$ cat src/rtl/abs_pkg.sv
package abs_pkg;
   // Sequencer phases: which byte is pending and whether it is offered.
   typedef enum logic [2:0] {
      SQ_IDLE     = 3'd0,
      SQ_HI_WAIT  = 3'd1,
      SQ_HI_VALID = 3'd2,
      SQ_LO_WAIT  = 3'd3,
      SQ_LO_VALID = 3'd4
   } seq_st_t;

   function automatic logic is_lo(input seq_st_t s);
      return (s == SQ_LO_WAIT) || (s == SQ_LO_VALID);
   endfunction

   function automatic logic is_valid(input seq_st_t s);
      return (s == SQ_HI_VALID) || (s == SQ_LO_VALID);
   endfunction
endpackage

$ cat src/rtl/abs_result_hold.sv
module abs_result_hold #(
   parameter int RES_W = 11
) (
   input  logic             clk,
   input  logic             rst_n,
   input  logic             load_i,
   input  logic             block_i,
   input  logic [RES_W-1:0] data_i,
   output logic [RES_W-1:0] held_o
);
   logic [RES_W-1:0] held_q;

   always_ff @(posedge clk or negedge rst_n) begin
      if (!rst_n)                 held_q <= '0;
      else if (load_i && !block_i) held_q <= data_i;
   end

   assign held_o = held_q;
endmodule

$ cat src/rtl/abs_byte_mux.sv
module abs_byte_mux #(
   parameter int RES_W        = 11,
   parameter int BUS_W        = 8,
   parameter bit HI_FILL_SIGN = 1'b1
) (
   input  logic [RES_W-1:0] held_i,
   input  logic             sel_lo_i,
   input  logic             drive_i,
   output logic [BUS_W-1:0] byte_o
);
   localparam int HI_BITS = RES_W - BUS_W;
   localparam int FILL_W  = BUS_W - HI_BITS;

   logic [BUS_W-1:0] hi_byte;
   logic [BUS_W-1:0] lo_byte;
   logic [HI_BITS-1:0] top_bits;

   assign top_bits = held_i[RES_W-1 -: HI_BITS];
   assign lo_byte  = held_i[BUS_W-1:0];

   generate
      if (FILL_W == 0) begin : g_no_fill
         assign hi_byte = top_bits;
      end else if (HI_FILL_SIGN) begin : g_sign_fill
         assign hi_byte = {{FILL_W{held_i[RES_W-1]}}, top_bits};
      end else begin : g_zero_fill
         assign hi_byte = {{FILL_W{1'b0}}, top_bits};
      end
   endgenerate

   always_comb begin
      if (!drive_i)      byte_o = '0;
      else if (sel_lo_i) byte_o = lo_byte;
      else               byte_o = hi_byte;
   end
endmodule

$ cat src/rtl/abs_handshake_fsm.sv
module abs_handshake_fsm
   import abs_pkg::*;
(
   input  logic clk,
   input  logic rst_n,
   input  logic eoc_i,
   input  logic talk_i,
   input  logic rfd_i,
   input  logic dac_i,
   output logic dav_o,
   output logic pend_o,
   output logic half_o,
   output logic sel_lo_o
);
   seq_st_t st_q, st_d;
   logic    may_offer;

   assign may_offer = talk_i && rfd_i && !dac_i;

   always_comb begin
      st_d = st_q;
      if (eoc_i) begin
         st_d = SQ_HI_WAIT;
      end else begin
         unique case (st_q)
            SQ_IDLE:     st_d = SQ_IDLE;
            SQ_HI_WAIT:  if (may_offer) st_d = SQ_HI_VALID;
            SQ_HI_VALID: begin
               if (dac_i)        st_d = SQ_LO_WAIT;
               else if (!talk_i) st_d = SQ_HI_WAIT;
            end
            SQ_LO_WAIT:  if (may_offer) st_d = SQ_LO_VALID;
            SQ_LO_VALID: begin
               if (dac_i)        st_d = SQ_IDLE;
               else if (!talk_i) st_d = SQ_LO_WAIT;
            end
            default:     st_d = SQ_IDLE;
         endcase
      end
   end

   always_ff @(posedge clk or negedge rst_n) begin
      if (!rst_n) st_q <= SQ_IDLE;
      else        st_q <= st_d;
   end

   assign dav_o    = is_valid(st_q);
   assign pend_o   = (st_q != SQ_IDLE);
   assign half_o   = is_lo(st_q);
   assign sel_lo_o = is_lo(st_q);
endmodule

$ cat src/rtl/adc_byte_sequencer.sv
module adc_byte_sequencer #(
   parameter int RES_W        = 11,
   parameter int BUS_W        = 8,
   parameter bit HI_FILL_SIGN = 1'b1
) (
   input  logic             clk,
   input  logic             rst_n,
   input  logic [RES_W-1:0] result_i,
   input  logic             latch_i,
   input  logic             eoc_i,
   input  logic             talk_i,
   input  logic             lsn_rfd_i,
   input  logic             lsn_dac_i,
   output logic [BUS_W-1:0] dio_o,
   output logic             dio_oe_o,
   output logic             dav_o,
   output logic             data_rdy_o,
   output logic             half_inh_o
);
   generate
      if (RES_W <= BUS_W || RES_W > 2 * BUS_W) begin : g_bad_width
         $error("adc_byte_sequencer: RES_W must lie in (BUS_W, 2*BUS_W]");
      end
   endgenerate

   logic [RES_W-1:0] held_q;
   logic             sel_lo;
   logic             pend;
   logic             half;
   logic             drive;

   abs_handshake_fsm u_fsm (
      .clk      (clk),
      .rst_n    (rst_n),
      .eoc_i    (eoc_i),
      .talk_i   (talk_i),
      .rfd_i    (lsn_rfd_i),
      .dac_i    (lsn_dac_i),
      .dav_o    (dav_o),
      .pend_o   (pend),
      .half_o   (half),
      .sel_lo_o (sel_lo)
   );

   abs_result_hold #(.RES_W(RES_W)) u_hold (
      .clk     (clk),
      .rst_n   (rst_n),
      .load_i  (latch_i),
      .block_i (half),
      .data_i  (result_i),
      .held_o  (held_q)
   );

   assign drive = talk_i && pend;

   abs_byte_mux #(
      .RES_W        (RES_W),
      .BUS_W        (BUS_W),
      .HI_FILL_SIGN (HI_FILL_SIGN)
   ) u_mux (
      .held_i   (held_q),
      .sel_lo_i (sel_lo),
      .drive_i  (drive),
      .byte_o   (dio_o)
   );

   assign dio_oe_o   = drive;
   assign data_rdy_o = pend;
   assign half_inh_o = half;
endmodule

$ cat config.mk
export PLATFORM = sky130hd
export DESIGN_NAME = adc_byte_sequencer
export DESIGN_NICKNAME = d
export VERILOG_FILES = /design/src/rtl/abs_pkg.sv /design/src/rtl/abs_result_hold.sv /design/src/rtl/abs_byte_mux.sv /design/src/rtl/abs_handshake_fsm.sv /design/src/rtl/adc_byte_sequencer.sv
export SDC_FILE = /design/constraint.sdc
export NUM_CORES = 1
export LEC_CHECK = 0
export ABC_AREA = 1
export BUFFER_PORTS_ARGS = -buffer_cell sky130_fd_sc_hd__clkbuf_2
export CAP_MARGIN = 10
export CORE_MARGIN = 2
export CORE_UTILIZATION = 25
export DETAILED_ROUTE_END_ITERATION = 10
export SLEW_MARGIN = 20
export SYNTH_ARGS = -nofsm -noshare
export SYNTH_HDL_FRONTEND = slang
export SYNTH_SLANG_ARGS = --single-unit
$ cat constraint.sdc
create_clock -name clk -period 1.45 [get_ports clk]
set_input_delay 0 -clock clk [delete_from_list [all_inputs] [get_ports clk]]
set_output_delay 0 -clock clk [all_outputs]
set_load 0.02 [all_outputs]
==> impl_metrics.yaml <==
run_status:
  status: "complete, but fails checks"
  violations: "setup timing"
pwr:
  clkPwrFrac: 0.220
  combPwrFrac: 0.392
  p_leak_nw: 0.721
  sw_frac_of_total: 0.343
  power_mw: 1.26
  irDropWorstVdd_mv: 0.480
  p_seq_frac: 0.388
  internal-power_mw: 0.830
  power.density_nw_per_um2: 929
  power.switching_mw: 0.433
yosys:
  syn_inst: 109
  ys_ff_latch: 14
  yosys.cell_types.count: 15
  syn-cell-area_um2: 783
  yosysSeqAreaShare: 0.447
  syn_nets: 127
  synth_warnings: 0
  synth_area_per_cell_um2: 7.19
critical_path:
  cp_cell_sequence: "nor2_2 -> nand2_2 -> o21ai_4 -> buf_12 -> nand2_1 -> a21oi_2 -> buf_4"
  critPathLaunch: "u_fsm.st_q[0]$_DFFE_PN0P_"
  path_depth: 7
  r2r_end: "u_fsm.st_q[1]$_DFFE_PN0P_"
  startpoint_type: "register"
  crit_type: "reg2out"
  worstSetupEndpointType: "output pin"
  ff2ff_path_depth: 8
  crit_fanout: 7
  r2r_slack_ns: 0.08
  cp_slowest_cell: "dfrtp_2"
  cp_slowest_stage_delay_ns: 0.45
  cp_num_buf_inv: 2
  critPathTopFamily: "flip-flops"
  critPathArrivalTime_ns: 1.60
  required_ns: 1.45
  r2r-start: "u_fsm.st_q[2]$_DFFE_PN0P_"
routing:
  drtIter0Drc: 51
  routed_wl_um: 2220
  route.detailed.drc: 0
  avgRoutedWirePerCell_um: 10.7
  postRouteAntennaNets: 0
  via_per_inst: 4.34
  via_count: 902
  dr.pass1.iters: 4
clocking:
  clock_sinks: 14
  cts_root_buffer: "clkbuf_4"
  ctsHtreeMaxLevel: 1
  cts_buffers: 3
  clkTransAtPathRegs_ns: 0.09
  cts_tree: "done"
  clock_latency_ns: 0.27
  clockBufferDepth: 2
die:
  io_pins: 30
  die_w_um: 60.0
  dieArea_um2: 3600
  num_rows: 20
  initial_utilization: 0.259
  die_y_um: 60.0
  core_um2: 3030
finish:
  fill_cells: 308
  area_growth_pct: 73.5
  regArea_um2: 352
  multi_input_area_um2: 440
  fin_cells: 208
  n_antenna_cell: 0
  fin_nets: 183
  final_util: 0.449
  drive_above_1_share: 0.402
sta:
  tightestPinTransition_ns: 0.356
  whs_ns: 0.0138
  slew_viol_final: 0
  skew_ns: 0.00470
  max_clock_freq_mhz: 625
  finalHoldViolations: 0
  layout_min_cycle_time_ns: 1.60
  setup_viol: 8
  rsz0062_at_grt: "true"
  fin_ws_ns: -0.150
  relSlewSlack: 0.763
  fin_crit_sh: 1.10
global_route:
  grt_usage: 0.135
  grt_pass1_vias: 834
  grt_start_max_net_pins: 15
  grt_pass1_wl_um: 3590
  grt_overflow: 0
  antenna_found_initial: 0
min_path:
  worstHoldEndpoint: "u_fsm.st_q[2]$_DFFE_PN0P_"
  min-delay-start: "talk_i"
  min_path_type: "in2reg"
  hold_depth: 3
placement:
  gp_congestion: 0.768
  port_buffers: 29
  hpwl_um: 1560
  dpl.cell_count: 182
job:
  maxCapViolCount: 0
## cell type report
type,count,area share
clock buffers,4,0.0267
inverters,9,0.0285
multi-input cells,83,0.324
flip-flops and latches,14,0.259
well taps,44,0.0405
repair buffers,54,0.321
## cells in the final DEF (no fill, tap or decap), drive strengths merged
cell type / synthesis / routed
nor2: 10 / 10
dlygate4sd3: 0 / 13
clkbuf: 0 / 23
buf: 3 / 22
nand2: 46 / 46
dfrtp: 14 / 14
a21oi: 6 / 6
nand3: 14 / 14
nand3b: 1 / 1
o21ai: 5 / 5
nand4: 1 / 1
inv: 9 / 9
## worst min-delay path: cells and delay by family
family        cells  cell delay [ns]
simple gates      2             0.14
buf+inv           1             0.11
## synthesized netlist by cell type
master / n / area share
o21ai_4: 1 / 0.021
o21ai_0: 4 / 0.026
dfrtp_1: 14 / 0.45
inv_1: 6 / 0.029
inv_2: 2 / 0.0096
nand3b_1: 1 / 0.0096
nand2_2: 3 / 0.024
nand3_1: 14 / 0.089
nand4_1: 1 / 0.0080
a21oi_1: 6 / 0.038
nor2_1: 10 / 0.048
buf_1: 1 / 0.0048
buf_6: 2 / 0.029
nand2_1: 43 / 0.21
inv_6: 1 / 0.011
## logic make-up after synthesis
kind of cell           Yosys count  share of synthesized area
AO/OA/AOI/OAI                   11                     0.0847
flip-flops                      14                      0.447
AND/OR/NAND/NOR                 72                      0.385
buffers and inverters           12                     0.0831
## worst max-delay path by stage
stage and endpoint:
2_1_floorplan dio_o[0], 3_3_place_gp dio_o[7], 3_5_place_dp dio_o[5], 4_1_cts dio_o[6], 5_1_grt dio_o[3], 6_report dio_o[3]
## power groups by stage
stage               Clock [mW]  Sequential (mW)  Combinational (mW)
floorplan                    0            0.479               0.228
global placement             0            0.487               0.326
detailed placement           0            0.487               0.332
CTS                      0.285            0.484               0.442
global route             0.306            0.498               0.543
finish                   0.277            0.490               0.495
## timing repair
item,in CTS,in global routing
gates resized for setup,23,25
hold buffers,13,0
hold endpoints to repair,26,0
setup buffers,8,1
endpoints found under the setup margin,8,12
pin swaps,11,6
## routing by layer
layer | vias to the layer above | share of wire | track usage
li1 | 457 | - | -
met3 | 6 | 0.054 | 0.0325
met1 | 414 | 0.42 | 0.168
met4 | 0 | 0.020 | 0.0762
met2 | 25 | 0.51 | 0.213
met5 | - | 0 | 0
## flip-flops by register name, summed over array words and instances, names as in the netlist
| name | count |
|---|---|
| u_fsm.st_q | 3 |
| u_hold.held_o | 11 |
## through the flow
stage	worst slack [ns]	area, um2	TNS (ns)
2_1_floorplan	0.0378	783	0
3_3_place_gp	0.111	980	0
3_5_place_dp	0.0401	980	0
4_1_cts	-0.127	1280	-0.968
5_1_grt	-0.248	1360	-1.65
6_report	-0.150	1360	-0.926
(Power assumes the default switching activity.)
